$ cat src/rtl/rfw_pkg.sv
`timescale 1ns/1ps
package rfw_pkg;

  typedef enum logic [1:0] {
    MODE_FULL  = 2'b00,
    MODE_PAIR  = 2'b01,
    MODE_EXACT = 2'b10,
    MODE_SUM   = 2'b11
  } mode_e;

  // configuration lines, msb first: sum select, exact, split, whole
  typedef struct packed {
    logic sum_sel;
    logic exact;
    logic split;
    logic whole;
  } cfg_t;

  // one Booth row selection: negate, select 1x, select 2x
  typedef struct packed {
    logic neg;
    logic one;
    logic two;
  } bsel_t;

endpackage

$ cat src/rtl/rfw_mode_dec.sv
`timescale 1ns/1ps
module rfw_mode_dec
  import rfw_pkg::*;
(
  input  mode_e op_i,
  output cfg_t  cfg_o
);
  always_comb begin
    case (op_i)
      MODE_FULL:  cfg_o = 4'b0001;
      MODE_PAIR:  cfg_o = 4'b0010;
      MODE_EXACT: cfg_o = 4'b0100;
      default:    cfg_o = 4'b1010;
    endcase
  end
endmodule

$ cat src/rtl/rfw_booth_enc.sv
`timescale 1ns/1ps
module rfw_booth_enc
  import rfw_pkg::*;
(
  input  logic [2:0] trip_i,   // {b[2i+1], b[2i], b[2i-1]}
  output bsel_t      sel_o
);
  logic hi, mid, lo;
  assign {hi, mid, lo} = trip_i;
  assign sel_o.one = mid ^ lo;
  assign sel_o.two = (hi & ~mid & ~lo) | (~hi & mid & lo);
  assign sel_o.neg = hi & ~(mid & lo);
endmodule

$ cat src/rtl/rfw_row_array.sv
`timescale 1ns/1ps
module rfw_row_array
  import rfw_pkg::*;
#(
  parameter int unsigned AW   = 8,
  parameter int unsigned ROWS = 2,
  parameter int unsigned SW   = 20,
  parameter int unsigned SHW  = 6
) (
  input  logic signed [AW-1:0]   mcand_i,
  input  bsel_t [ROWS-1:0]       sel_i,
  input  logic [SHW-1:0]         base_i,
  input  logic [SHW-1:0]         trunc_i,
  output logic signed [SW-1:0]   sum_o
);
  logic signed [SW-1:0] ext;
  assign ext = {{(SW-AW){mcand_i[AW-1]}}, mcand_i};

  // each row is weighted, then floored at the cut column before summing
  always_comb begin
    logic signed [SW-1:0] mag;
    logic signed [SW-1:0] val;
    sum_o = '0;
    for (int r = 0; r < ROWS; r++) begin
      mag   = sel_i[r].two ? (ext <<< 1) : (sel_i[r].one ? ext : '0);
      val   = sel_i[r].neg ? -mag : mag;
      sum_o = sum_o + ((val <<< (base_i + SHW'(2 * r))) >>> trunc_i);
    end
  end
endmodule

$ cat src/rtl/rfw_comp.sv
`timescale 1ns/1ps
module rfw_comp
  import rfw_pkg::*;
(
  input  cfg_t  cfg_i,
  input  bsel_t row_lo_i,
  input  bsel_t row_hi_i,
  output logic  scc_lo_o,
  output logic  scc_hi_o
);
  logic km_lo, km_hi;
  assign km_lo = row_lo_i.one | row_lo_i.two;
  assign km_hi = row_hi_i.one | row_hi_i.two;

  always_comb begin
    scc_lo_o = 1'b0;
    scc_hi_o = 1'b0;
    if (cfg_i.whole) begin
      scc_lo_o = km_lo & km_hi;
    end else if (cfg_i.split) begin
      scc_lo_o = km_lo;
      scc_hi_o = km_hi;
    end
  end
endmodule

$ cat src/rtl/rfw_booth_engine.sv
`timescale 1ns/1ps
module rfw_booth_engine
  import rfw_pkg::*;
#(
  parameter int unsigned N = 8
) (
  input  logic         clk,
  input  logic         rst,
  input  logic [1:0]   op_i,
  input  logic [N-1:0] x_i,
  input  logic [N-1:0] y_i,
  output logic [N-1:0] p_o
);
  localparam int unsigned H    = N / 2;
  localparam int unsigned ROWS = N / 4;
  localparam int unsigned SW   = 2 * N + 4;
  localparam int unsigned SHW  = $clog2(SW) + 1;

  cfg_t cfg;
  rfw_mode_dec u_dec (.op_i(mode_e'(op_i)), .cfg_o(cfg));

  // multiplier bits: lower half cleared in exact mode, upper lookback only in whole mode
  logic [H-1:0] y_lo;
  logic [H:0]   y_lo_x, y_hi_x;
  assign y_lo   = cfg.exact ? '0 : y_i[H-1:0];
  assign y_lo_x = {y_lo, 1'b0};
  assign y_hi_x = {y_i[N-1:H], cfg.whole & y_i[H-1]};

  bsel_t [ROWS-1:0] sel_lo, sel_hi;
  for (genvar r = 0; r < ROWS; r++) begin : g_enc
    rfw_booth_enc u_lo (.trip_i(y_lo_x[2*r+2 -: 3]), .sel_o(sel_lo[r]));
    rfw_booth_enc u_hi (.trip_i(y_hi_x[2*r+2 -: 3]), .sel_o(sel_hi[r]));
  end

  // multiplicand steering: cross halves in subword modes
  logic signed [N-1:0] x_top_ext, x_bot_ext, mc_lo, mc_hi;
  assign x_top_ext = {{H{x_i[N-1]}}, x_i[N-1:H]};
  assign x_bot_ext = {{H{x_i[H-1]}}, x_i[H-1:0]};
  assign mc_lo = cfg.whole ? x_i : x_top_ext;
  assign mc_hi = cfg.whole ? x_i : (cfg.exact ? x_top_ext : x_bot_ext);

  logic [SHW-1:0] sh_hi, cut;
  assign sh_hi = cfg.whole ? SHW'(H) : '0;
  assign cut   = cfg.whole ? SHW'(N - 1) : (cfg.exact ? '0 : SHW'(H - 1));

  logic signed [SW-1:0] sum_lo, sum_hi;
  rfw_row_array #(.AW(N), .ROWS(ROWS), .SW(SW), .SHW(SHW)) u_arr_lo (
    .mcand_i(mc_lo), .sel_i(sel_lo), .base_i({SHW{1'b0}}), .trunc_i(cut), .sum_o(sum_lo)
  );
  rfw_row_array #(.AW(N), .ROWS(ROWS), .SW(SW), .SHW(SHW)) u_arr_hi (
    .mcand_i(mc_hi), .sel_i(sel_hi), .base_i(sh_hi), .trunc_i(cut), .sum_o(sum_hi)
  );

  logic scc_lo, scc_hi;
  rfw_comp u_comp (
    .cfg_i(cfg), .row_lo_i(sel_lo[0]), .row_hi_i(sel_hi[0]),
    .scc_lo_o(scc_lo), .scc_hi_o(scc_hi)
  );

  logic signed [SW-1:0] c_lo, c_hi, s_all, fw_lo, fw_hi;
  assign c_lo  = $signed({{(SW-1){1'b0}}, scc_lo});
  assign c_hi  = $signed({{(SW-1){1'b0}}, scc_hi});
  assign s_all = sum_lo + sum_hi + c_lo + c_hi;
  assign fw_lo = (sum_lo + c_lo) >>> 1;
  assign fw_hi = (sum_hi + c_hi) >>> 1;

  logic [N-1:0] p_next, sum_pair;
  assign sum_pair = {{H{fw_lo[H-1]}}, fw_lo[H-1:0]} + {{H{fw_hi[H-1]}}, fw_hi[H-1:0]};

  always_comb begin
    case ({cfg.split, cfg.sum_sel})
      2'b10:   p_next = {fw_hi[H-1:0], fw_lo[H-1:0]};
      2'b11:   p_next = sum_pair;
      default: p_next = cfg.exact ? s_all[N-1:0] : s_all[N:1];
    endcase
  end

  always_ff @(posedge clk) begin
    if (rst) p_o <= '0;
    else     p_o <= p_next;
  end

  // ---------------- assertions ----------------
  logic signed [N-1:0] chk_exact;
  assign chk_exact = $signed(x_top_ext) * $signed({{H{y_i[N-1]}}, y_i[N-1:H]});

  p_reset_clear_r1: assert property (@(posedge clk) disable iff (rst)
    $past(rst) |-> (p_o == '0));

  p_exact_product_r6: assert property (@(posedge clk) disable iff (rst)
    (op_i == 2'b10) |=> (p_o == $past(chk_exact)));

  p_lower_idle_r6: assert property (@(posedge clk) disable iff (rst)
    cfg.exact |-> (sum_lo == '0));

  p_single_bias_r8: assert property (@(posedge clk) disable iff (rst)
    cfg.whole |-> !(scc_lo && scc_hi));

  p_full_range_r3: assert property (@(posedge clk) disable iff (rst)
    cfg.whole |-> ((s_all >= -(2 ** N)) && (s_all < (2 ** N))));

  p_half_range_r7: assert property (@(posedge clk) disable iff (rst)
    cfg.split |-> ((fw_lo >= -(2 ** (H-1))) && (fw_lo < (2 ** (H-1))) &&
                   (fw_hi >= -(2 ** (H-1))) && (fw_hi < (2 ** (H-1)))));
endmodule

$ cat config.mk
export PLATFORM = sky130hd
export DESIGN_NAME = rfw_booth_engine
export DESIGN_NICKNAME = d
export VERILOG_FILES = /design/src/rtl/rfw_pkg.sv /design/src/rtl/rfw_mode_dec.sv /design/src/rtl/rfw_booth_enc.sv /design/src/rtl/rfw_row_array.sv /design/src/rtl/rfw_comp.sv /design/src/rtl/rfw_booth_engine.sv
export SDC_FILE = /design/constraint.sdc
export NUM_CORES = 1
export LEC_CHECK = 0
export ABC_AREA = 1
export ABC_CLOCK_PERIOD_IN_PS = 15000
export BUFFER_PORTS_ARGS = -buffer_cell sky130_fd_sc_hd__buf_2
export CORE_UTILIZATION = 65
export CTS_BUF_LIST = sky130_fd_sc_hd__clkbuf_4 sky130_fd_sc_hd__clkbuf_8
export CTS_CLUSTER_SIZE = 16
export DETAILED_ROUTE_END_ITERATION = 16
export GPL_TIMING_DRIVEN = 1
export PLACE_DENSITY = 0.94
export SLEW_MARGIN = 20
export SYNTH_ARGS = -nofsm -noshare
export SYNTH_HDL_FRONTEND = slang
export SYNTH_SLANG_ARGS = --single-unit
$ cat constraint.sdc
create_clock -name clk -period 15 [get_ports clk]
set_clock_uncertainty 0.2 [all_clocks]
set_input_delay 1.5 -clock clk [delete_from_list [all_inputs] [get_ports clk]]
set_output_delay 1.5 -clock clk [all_outputs]
set_load 0.05 [all_outputs]
Yosys cells after proc, flatten, opt, wreduce, memory -nomap -nowiden
Cells that the tools add are included.
{"block": "classes", "addsub": 13, "n_mul": 0, "n_div": 0, "magnitude_cmp": 0, "eq_ne": 4, "shifts": 6, "muxes": 26, "bitwise": 41, "n_reduce_logical": 1}
{"op": "$mux 20", "count": 9}
{"op": "$sshr 20x3->9", "count": 4}
{"op": "$neg 20->20", "count": 3}
{"op": "$mux 18", "count": 3}
{"op": "$add 9x9->9", "count": 3}
{"op": "$mux 8", "count": 3}
{"op": "$and 1x1->1", "count": 21}
{"op": "$sshl 20x3->20", "count": 1}
{"op": "$sshl 20x6->20", "count": 1}
{"op": "$add 9x2->9", "count": 2}
{"op": "$neg 18->18", "count": 1}
{"op": "$pmux 8 s2", "count": 1}
{"op": "$not 1->1", "count": 12}
{"op": "$pmux 4 s3", "count": 1}
{"op": "$add 5x2->5", "count": 2}
{"op": "$mux 7", "count": 1}
{"op": "$eq 2x2->1 const B", "count": 3}
{"op": "$mux 3", "count": 2}
{"op": "$add 4x4->5", "count": 1}
{"op": "$or 1x1->1", "count": 5}
{"op": "$add 3x2->4 const B", "count": 1}
{"op": "$mux 1", "count": 4}
{"op": "$mux 4", "count": 1}
{"op": "$xor 1x1->1", "count": 3}
{"op": "other kinds (3)", "count": 3}
{"block": "totals", "register_bits": 8, "latch_bits": 0, "mem_bits_rw": 0, "mem_bits_ro": 0, "output_inout_bits": 8, "word_cells": 92, "n_memories": 0}

Longest topological paths before layout
Gate-level depths: netlist of run 1.
{"block": "logic_depth", "word_depth": 17, "mapped_depth": 41}

Modules after synthesis
Synthesis of run 1 repeated with hierarchy kept, for this count alone.
{"block": "hier_totals", "hier_cells": 2461, "area_unflattened_um2": 12610.8}
{"mod": "rfw_row_array (u_arr_lo)", "instances": 1, "cells_each": 1090, "area_per_inst_um2": 5521.5, "seq_area_each_um2": 0.0}
{"mod": "rfw_row_array (u_arr_hi)", "instances": 1, "cells_each": 1094, "area_per_inst_um2": 5437.7, "seq_area_each_um2": 0.0}
{"mod": "rfw_booth_engine", "instances": 1, "cells_each": 225, "area_per_inst_um2": 1403.8, "seq_area_each_um2": 160.2}
{"mod": "rfw_booth_enc", "instances": 4, "cells_each": 8, "area_per_inst_um2": 41.3, "seq_area_each_um2": 0.0}
{"mod": "rfw_comp", "instances": 1, "cells_each": 14, "area_per_inst_um2": 60.1, "seq_area_each_um2": 0.0}
{"mod": "rfw_mode_dec", "instances": 1, "cells_each": 6, "area_per_inst_um2": 22.5, "seq_area_each_um2": 0.0}

Least setup slack after synthesis of run 1
OpenSTA, ideal clock, no wires.
{"block": "synth_timing", "path_kind": "in2reg", "from": "input op_i[1]", "to": "register p_o[7]", "setup_time_ps": 127, "arrival_time_ps": 6468, "t_required_ps": 14673, "slack_ps": 8204, "path_stages": 33, "n_path_buf": 3, "cell_sequence": "buf_6 inv_2 nor2_2 clkbuf_1 nor2_1 ha_1 clkbuf_1 nand3_1 nor2_1 nor2_2 ha_1 nor2_1 xor2_1 mux2i_1 nand2_1 o21ai_0 ha_1 fa_1 xor2_1 ha_1 ha_1 a21oi_1 nand2_1 nand2_1 nand2_1 a21oi_1 inv_1 a21oi_1 o21ai_0 xnor2_1 nor2_1 a211oi_1 a21oi_2"}
{"block": "synth_between", "elab_chain_len": 17, "elab_cells_between_ends": 76, "classes_between": "13 x add/sub; 4 x eq/ne; 6 x shift; 26 x mux; 26 x bitwise; 1 x reduce/logical"}
{"element": "start: declaration", "line": "rfw_booth_engine.sv:9", "rtl": "input logic [1:0] op_i,"}
{"element": "$eq 2x2->1, or another cell as far along", "line": "rfw_mode_dec.sv:9", "rtl": "case (op_i)"}
{"element": "$pmux 4 s3 *", "line": "rfw_mode_dec.sv:9"}
{"element": "branches (longest 14 deep; another with $neg 20->20)"}
{"element": "$pmux 8 s2 *", "line": "rfw_booth_engine.sv:71", "rtl": "case ({cfg.split, cfg.sum_sel})"}
{"element": "end signal: assignment", "line": "rfw_booth_engine.sv:80", "rtl": "else p_o <= p_next;"}
{"element": "end: declaration", "line": "rfw_booth_engine.sv:12", "rtl": "output logic [N-1:0] p_o"}
Mark *: on every way between the ends.
A chain may end at the register's enable or synchronous reset.

Worst setup path after layout of run 1
{"block": "layout_timing", "from": "input op_i[0]", "to": "register p_o[7]"}
Same word-level chain as after synthesis.

==> impl_metrics.sql, run 1 <==
INSERT INTO impl_metrics (metric_group, metric, value, unit) VALUES
('clock_network', 'clock_path_buffers', '2', ''),
('clock_network', 'postCtsHoldBufs', '0', ''),
('die', 'initial_utilization', '68.6', '%'),
('final_layout', 'top_regs', 'p_o: 8 flops', ''),
('critical_path', 'path_class', 'input pin to register', ''),
('sta', 'setup_viol', '0', ''),
('clock_network', 'clock_pin_slew_worst_setup_and_hold_paths', '0.04', 'ns'),
('hold_path', 'hold_path.startpoint', 'rst', ''),
('global_route', 'number_of_global_route_vias_before_repair', '4058', ''),
('sta', 'rsz0062_at_grt', 'no', ''),
('clock_network', 'post_cts.repair.setup_buffers', '0', ''),
('die', 'core', '0.00561', 'mm²'),
('yosys', 'mappedNetlistArea', '0.00385', 'mm²'),
('sta', 'timing.setup.tns', '0', 'ns'),
('sta', 'maxSlewHeadroom', '54.8', '%'),
('clock_network', 'cts_made_buffers', '3', ''),
('yosys', 'mappedNetlistNets', '738', ''),
('critical_path', 'critical_path_required', '14.91', 'ns'),
('clock_network', 'clock_sink_count', '8', ''),
('final_layout', 'area.growth.synth_to_final', '4.84', '%'),
('yosys', 'ys.flop_type', 'sky130_fd_sc_hd__dfxtp_1', ''),
('clock_network', 'htree_num_levels', '1', ''),
('final_layout', 'filler_cell_count_in_the_final_layout', '499', ''),
('sta', 'timing_hold_violations_final', '0', ''),
('clock_network', 'clock-root-buffer', 'sky130_fd_sc_hd__clkbuf_8', ''),
('routing', 'detail-route-antenna-nets', '0', ''),
('die', 'placement_rows', '27', ''),
('final_layout', 'regMostFlops', 'p_o', ''),
('clock_network', 'tritoncts_clock_tree', 'built', ''),
('yosys', 'syn_area_per_cell', '5.75', 'µm²'),
('clock_network', 'cts_resized', '0', ''),
('power_and_ir_drop', 'pwr_density_cell', '160', 'mW/mm²'),
('global_route', 'antenna_violations_before_repair', '0', ''),
('final_layout', 'net_total_in_the_final_layout', '759', ''),
('routing', 'drt_wl_total', '10300', 'µm'),
('hold_path', 'worstHoldPathCells', '2', ''),
('final_layout', 'post-route-util', '72.0', '%'),
('sta', 'fin_hold_ws', '1.35', 'ns'),
('run_status', 'status', 'complete, no violations', ''),
('yosys', 'ys_seq_area_share', '4.16', '%'),
('routing', 'drc', '0', ''),
('placed_design', 'portBuffers', '27', ''),
('final_layout', 'seqCellArea', '160', 'µm²'),
('hold_path', 'worst_hold_path.endpoint', 'p_o[7]$_SDFF_PP0_', ''),
('global_route', 'grt_pass1_wl', '17400', 'µm'),
('final_layout', 'multi_input_area', '0.00323', 'mm²'),
('die', 'chipWidth', '79.0', 'µm'),
('critical_path', 'worst-path-max-fanout', '29', ''),
('placed_design', 'post-dp-hpwl', '8630', 'µm'),
('routing', 'mean_number_of_vias_per_cell', '5.79', ''),
('global_route', 'grt_util_all_layers', '33.7', '%'),
('hold_path', 'hold_path.class', 'input pin to register', ''),
('final_layout', 'share_of_layout_cells_above_drive_strength_1', '11.3', '%'),
('critical_path', 'slowest_delay', '0.43', 'ns'),
('sta', 'achievable-frequency', '0.135', 'GHz'),
('yosys', 'postSynthCellCount', '669', ''),
('critical_path', 'timing.critical_path.slowest_stage_cell', 'sky130_fd_sc_hd__ha_1', ''),
('critical_path', 'critPathCaptureType', 'register', ''),
('routing', 'via_count', '4399', ''),
('die', 'die_h', '79.0', 'µm'),
('routing', 'firstDrtPassIters', '5', ''),
('yosys', 'synth-seq-cells', '8', ''),
('placed_design', 'gp_routability_congestion', '0.988', ''),
('yosys', 'ys_top_cells_by_count', '180 x sky130_fd_sc_hd__nand2_1, 92 x sky130_fd_sc_hd__inv_1, 79 x sky130_fd_sc_hd__nor2_1, 44 x sky130_fd_sc_hd__ha_1, 42 x sky130_fd_sc_hd__nand3_1', ''),
('final_layout', 'largest_register_ffs', '8', ''),
('sta', 'final-max-slew-violation-count', '0', ''),
('yosys', 'ys_top_cells_by_area', 'sky130_fd_sc_hd__nand2_1 18%, sky130_fd_sc_hd__ha_1 14%, sky130_fd_sc_hd__inv_1 9.0%', ''),
('routing', 'detailedRoute.firstIterationViolations', '478', ''),
('global_route', 'gr-total-overflow', '0', ''),
('sta', 'period_utilization', '49.5', '%'),
('yosys', 'synthDominantCellAreaShare', '17.6', '%');
==> final cells by class <==
type,count,share of cell area (%)
Clock buffer,3,1.02
Inverter,98,9.12
Multi-Input combinational cell,550,79.9
Sequential cell,8,3.97
Tap cell,72,2.23
Timing Repair Buffer,29,3.72
==> how the worst max path moves through the flow <==
stage / start / end / cells past startpoint
after floorplan: op_i[1] / p_o[7]$_SDFF_PP0_ / 33
after global placement: op_i[1] / p_o[7]$_SDFF_PP0_ / 41
after detailed placement: op_i[0] / p_o[7]$_SDFF_PP0_ / 32
after CTS: op_i[0] / p_o[7]$_SDFF_PP0_ / 33
after global routing: op_i[0] / p_o[7]$_SDFF_PP0_ / 39
final: op_i[0] / p_o[7]$_SDFF_PP0_ / 33
==> cell families after synthesis <==
logic type | synth area share, %
compound gates | 17.1
xor+xnor | 9.79
fa+ha+maj | 16.9
buf+inv | 12.0
flops | 4.16
mux | 0.780
simple gates | 39.2
==> per-layer routing <==
| metal | vias up | share of wire [%] | GRT usage [%] | wire length [µm] |
|---|---|---|---|---|
| met2 | 189 | 48 | 61.2 | 4930 |
| li1 | 2209 | - | - | - |
| met3 | 33 | 6.3 | 3.10 | 649 |
| met1 | 1968 | 43 | 40.9 | 4440 |
| met5 | - | 0 | 0 | 0 |
| met4 | 0 | 2.9 | 12.5 | 296 |
==> power by group <==
group / leakage [µW] / total (µW) / internal (µW) / switching (µW)
logic: 0.00215 / 589 / 218 / 371
registers: 0.0000664 / 31.8 / 30.1 / 1.68
clock network: 0.0000216 / 25.1 / 17.3 / 7.80
total: 0.00224 / 646 / 265 / 380
==> stage by stage <==
| step | area, µm² | setup slack [ns] | cells |
|---|---|---|---|
| global placement | 3990 | 7.72 | 757 |
| CTS | 4040 | 7.72 | 760 |
| global route | 4040 | 7.06 | 760 |
| finish | 4040 | 7.57 | 760 |
| floorplan | 3850 | 8.20 | 669 |
| detailed placement | 3990 | 7.50 | 757 |
==> cells in the final DEF (no fill, tap or decap), drive strengths merged, types with 2 or more instances in the layout <==
master	Yosys	layout
xnor2	14	14
nand3	47	47
a21oi	37	37
buf	8	29
a41oi	4	4
o21ai	43	43
inv	97	97
mux2i	3	3
o32ai	2	2
o211ai	2	2
ha	44	44
o31ai	2	2
fa	5	5
xor2	29	29
a31oi	6	6
or2	3	3
nand4	6	6
nor2	91	91
clkbuf	5	3
a211oi	3	3
dfxtp	8	8
o221ai	2	2
o21bai	2	2
nand2	194	194
==> worst max-delay path, delay by kind of cell <==
family,cells,cell delay (ns)
xor gates and xnor gates,3,0.71
and+or+nand+nor,11,1.24
AOI/OAI and AO/OA,8,1.36
muxes,1,0.11
buffers and inverters,5,0.65
adders and majority gates,5,1.76
(Power assumes the default switching activity.)
==> run 2: changes to the inputs <==
ABC_CLOCK_PERIOD_IN_PS = 6700   (was 15000)
CORE_UTILIZATION = 58   (was 65)
PLACE_DENSITY = 0.89   (was 0.94)
clock period = 6.7 ns   (was 15 ns; I/O delays follow)
==> run 2 against run 1 <==
  * First-iteration DRC count decreased by 45%
  * Hold slack worse by 0.81 ns
  * Sequential share of layout area about the same
  * Non-clock buffer count increased by 3
  * Final cell count grew 1.1%
  * Combinational power up 120%
  * Flip-flop and latch count did not move
  * Global-route usage is 3.9 points lower
  * Critical path depth down 2
  * Critical endpoint unchanged
  * Sequential power increased by 120%
  * Die area grew 12%
  * Largest cell class unchanged
==> impl_metrics.sql, run 2 (synthesis gave the netlist of run 1 again) <==
INSERT INTO impl_metrics (metric_group, metric, value, unit) VALUES
('sta', 'final-max-slew-violation-count', '0', ''),
('clock_network', 'clock-root-buffer', 'sky130_fd_sc_hd__clkbuf_8', ''),
('sta', 'period_utilization', '94.0', '%'),
('final_layout', 'regMostFlops', 'p_o', ''),
('routing', 'drc', '0', ''),
('critical_path', 'slowest_delay', '0.49', 'ns'),
('die', 'die_h', '83.5', 'µm'),
('clock_network', 'tritoncts_clock_tree', 'built', ''),
('die', 'core', '0.00639', 'mm²'),
('placed_design', 'placement.setup.worst_slack', '0.182', 'ns'),
('critical_path', 'cp_data_arrival_time', '6.20', 'ns'),
('die', 'dieArea', '0.00697', 'mm²'),
('final_layout', 'net_total_in_the_final_layout', '762', ''),
('routing', 'drt_wl_total', '10400', 'µm'),
('final_layout', 'area.growth.synth_to_final', '5.88', '%'),
('sta', 'timing.setup.tns', '0', 'ns'),
('die', 'io_pins', '28', ''),
('sta', 'timing_hold_violations_final', '0', ''),
('critical_path', 'timing.critical_path.slowest_stage_cell', 'sky130_fd_sc_hd__ha_1', ''),
('clock_network', 'clock_path_buffers', '2', ''),
('global_route', 'grt_util_all_layers', '29.9', '%'),
('final_layout', 'largest_register_ffs', '8', ''),
('critical_path', 'critical_path_required', '6.61', 'ns'),
('routing', 'mean_number_of_vias_per_cell', '5.80', ''),
('sta', 'rsz0062_at_grt', 'no', ''),
('final_layout', 'top_regs', 'p_o: 8 flops', ''),
('sta', 'setup_slack', '0.405', 'ns'),
('global_route', 'grt_pass1_wl', '17800', 'µm'),
('die', 'chipWidth', '83.5', 'µm'),
('flow_run', 'max-cap-violations', '0', ''),
('sta', 'achievable-frequency', '0.159', 'GHz'),
('routing', 'firstDrtPassIters', '5', ''),
('global_route', 'largest_net_degree_at_the_start_of_global_routing', '29', ''),
('critical_path', 'critPathCaptureType', 'register', ''),
('placed_design', 'post-dp-hpwl', '8670', 'µm'),
('routing', 'wl_per_cell', '13.5', 'µm'),
('clock_network', 'postCtsHoldBufs', '0', ''),
('routing', 'detail-route-antenna-nets', '0', ''),
('clock_network', 'cts_resized', '0', ''),
('die', 'placement_rows', '29', ''),
('final_layout', 'most_common_library_cell_in_the_layout_ignoring_fill_and_taps', 'sky130_fd_sc_hd__nand2_1', ''),
('hold_path', 'worstHoldPathCells', '2', ''),
('routing', 'via_count', '4451', ''),
('sta', 'finalWorstPathRequiredPeriod', '6.29', 'ns'),
('clock_network', 'post_cts.repair.setup_buffers', '0', ''),
('sta', 'setup_viol', '0', ''),
('hold_path', 'hold_path.class', 'input pin to register', ''),
('routing', 'detailedRoute.firstIterationViolations', '263', ''),
('clock_network', 'cts_made_buffers', '3', ''),
('power_and_ir_drop', 'pwr_density_cell', '353', 'mW/mm²'),
('global_route', 'number_of_global_route_vias_before_repair', '4126', ''),
('clock_network', 'htree_num_levels', '1', ''),
('global_route', 'antenna_violations_before_repair', '0', ''),
('final_layout', 'filler_cell_count_in_the_final_layout', '596', ''),
('placed_design', 'portBuffers', '27', ''),
('critical_path', 'worst-path-max-fanout', '15', ''),
('sta', 'tightest_slew', '0.688', 'ns'),
('final_layout', 'share_of_layout_cells_above_drive_strength_1', '12.0', '%'),
('power_and_ir_drop', 'power.static_leakage', '0.00226', 'µW'),
('run_status', 'status', 'complete, no violations', ''),
('global_route', 'gr-total-overflow', '0', ''),
('critical_path', 'path_class', 'input pin to register', ''),
('final_layout', 'final_cell_mix', '180 x sky130_fd_sc_hd__nand2_1, 92 x sky130_fd_sc_hd__inv_1, 79 x sky130_fd_sc_hd__nor2_1, 44 x sky130_fd_sc_hd__ha_1, 42 x sky130_fd_sc_hd__nand3_1', ''),
('critical_path', 'setup.worst_path.start_class', 'input pin', ''),
('clock_network', 'clock_sink_count', '8', ''),
('clock_network', 'clock_pin_slew_worst_setup_and_hold_paths', '0.04', 'ns'),
('power_and_ir_drop', 'vdd.ir_drop.worst', '0.000379', 'V'),
('critical_path', 'cp_common_cell', 'sky130_fd_sc_hd__ha_1', ''),
('sta', 'maxSlewHeadroom', '53.9', '%'),
('placed_design', 'gp_routability_congestion', '0.986', ''),
('final_layout', 'diodes', '0', ''),
('die', 'initial_utilization', '60.3', '%');
## run 2: changes by cell type in the layout (fill, tap and decap cells not counted), sizes merged
cell  change
buf       +3
## run 2: area by class of cell
class | count | area, µm² | area share [%]
sequential | 8 | 160 | 3.93
timing repair buffer | 32 | 173 | 4.24
multi-input combinational | 550 | 3240 | 79.4
tap | 77 | 96.3 | 2.36
inverter | 98 | 368 | 9.03
clock buffer | 3 | 41.3 | 1.01
## run 2: metal layers
metal	vias to the layer above	global-route usage, %	part of all wire, %
met4	0	8.17	2.1
met3	26	1.09	6.6
li1	2216	-	-
met5	-	0	0
met1	2001	38.8	43
met2	208	53.9	48
## run 2: power by group
part / internal (µW) / switching (µW)
clock network: 39.0 / 20.0
logic: 491 / 817
registers: 67.4 / 3.25
## run 2: through the flow
| step | cell area (µm²) | utilization (%) | hold WS, ns | instances | total power (µW) |
|---|---|---|---|---|---|
| floorplan | 3850 | - | 0.762 | 669 | 1100 |
| global placement | 4020 | 63.0 | 0.739 | 765 | 1300 |
| detailed placement | 4020 | 63.0 | 0.755 | 765 | 1350 |
| CTS | 4060 | 63.6 | 0.522 | 768 | 1420 |
| global route | 4080 | 63.8 | 0.523 | 768 | 1600 |
| finish | 4080 | 63.8 | 0.533 | 768 | 1440 |
## run 2: worst max-delay path, delay by kind of cell
kind,cells,cell delay (ns)
AO/OA/AOI/OAI,7,1.06
buffers and inverters,3,0.43
AND/OR/NAND/NOR,11,1.26
adder cells (fa/ha/maj),6,1.98
multiplexers,1,0.14
XOR/XNOR,3,0.65
## run 2: path summary, 6_finish.rpt
kind                 from                 to  slack, ns
setup / recovery  op_i[1]  p_o[7]$_SDFF_PP0_       0.41
hold / removal        rst  p_o[7]$_SDFF_PP0_       0.53
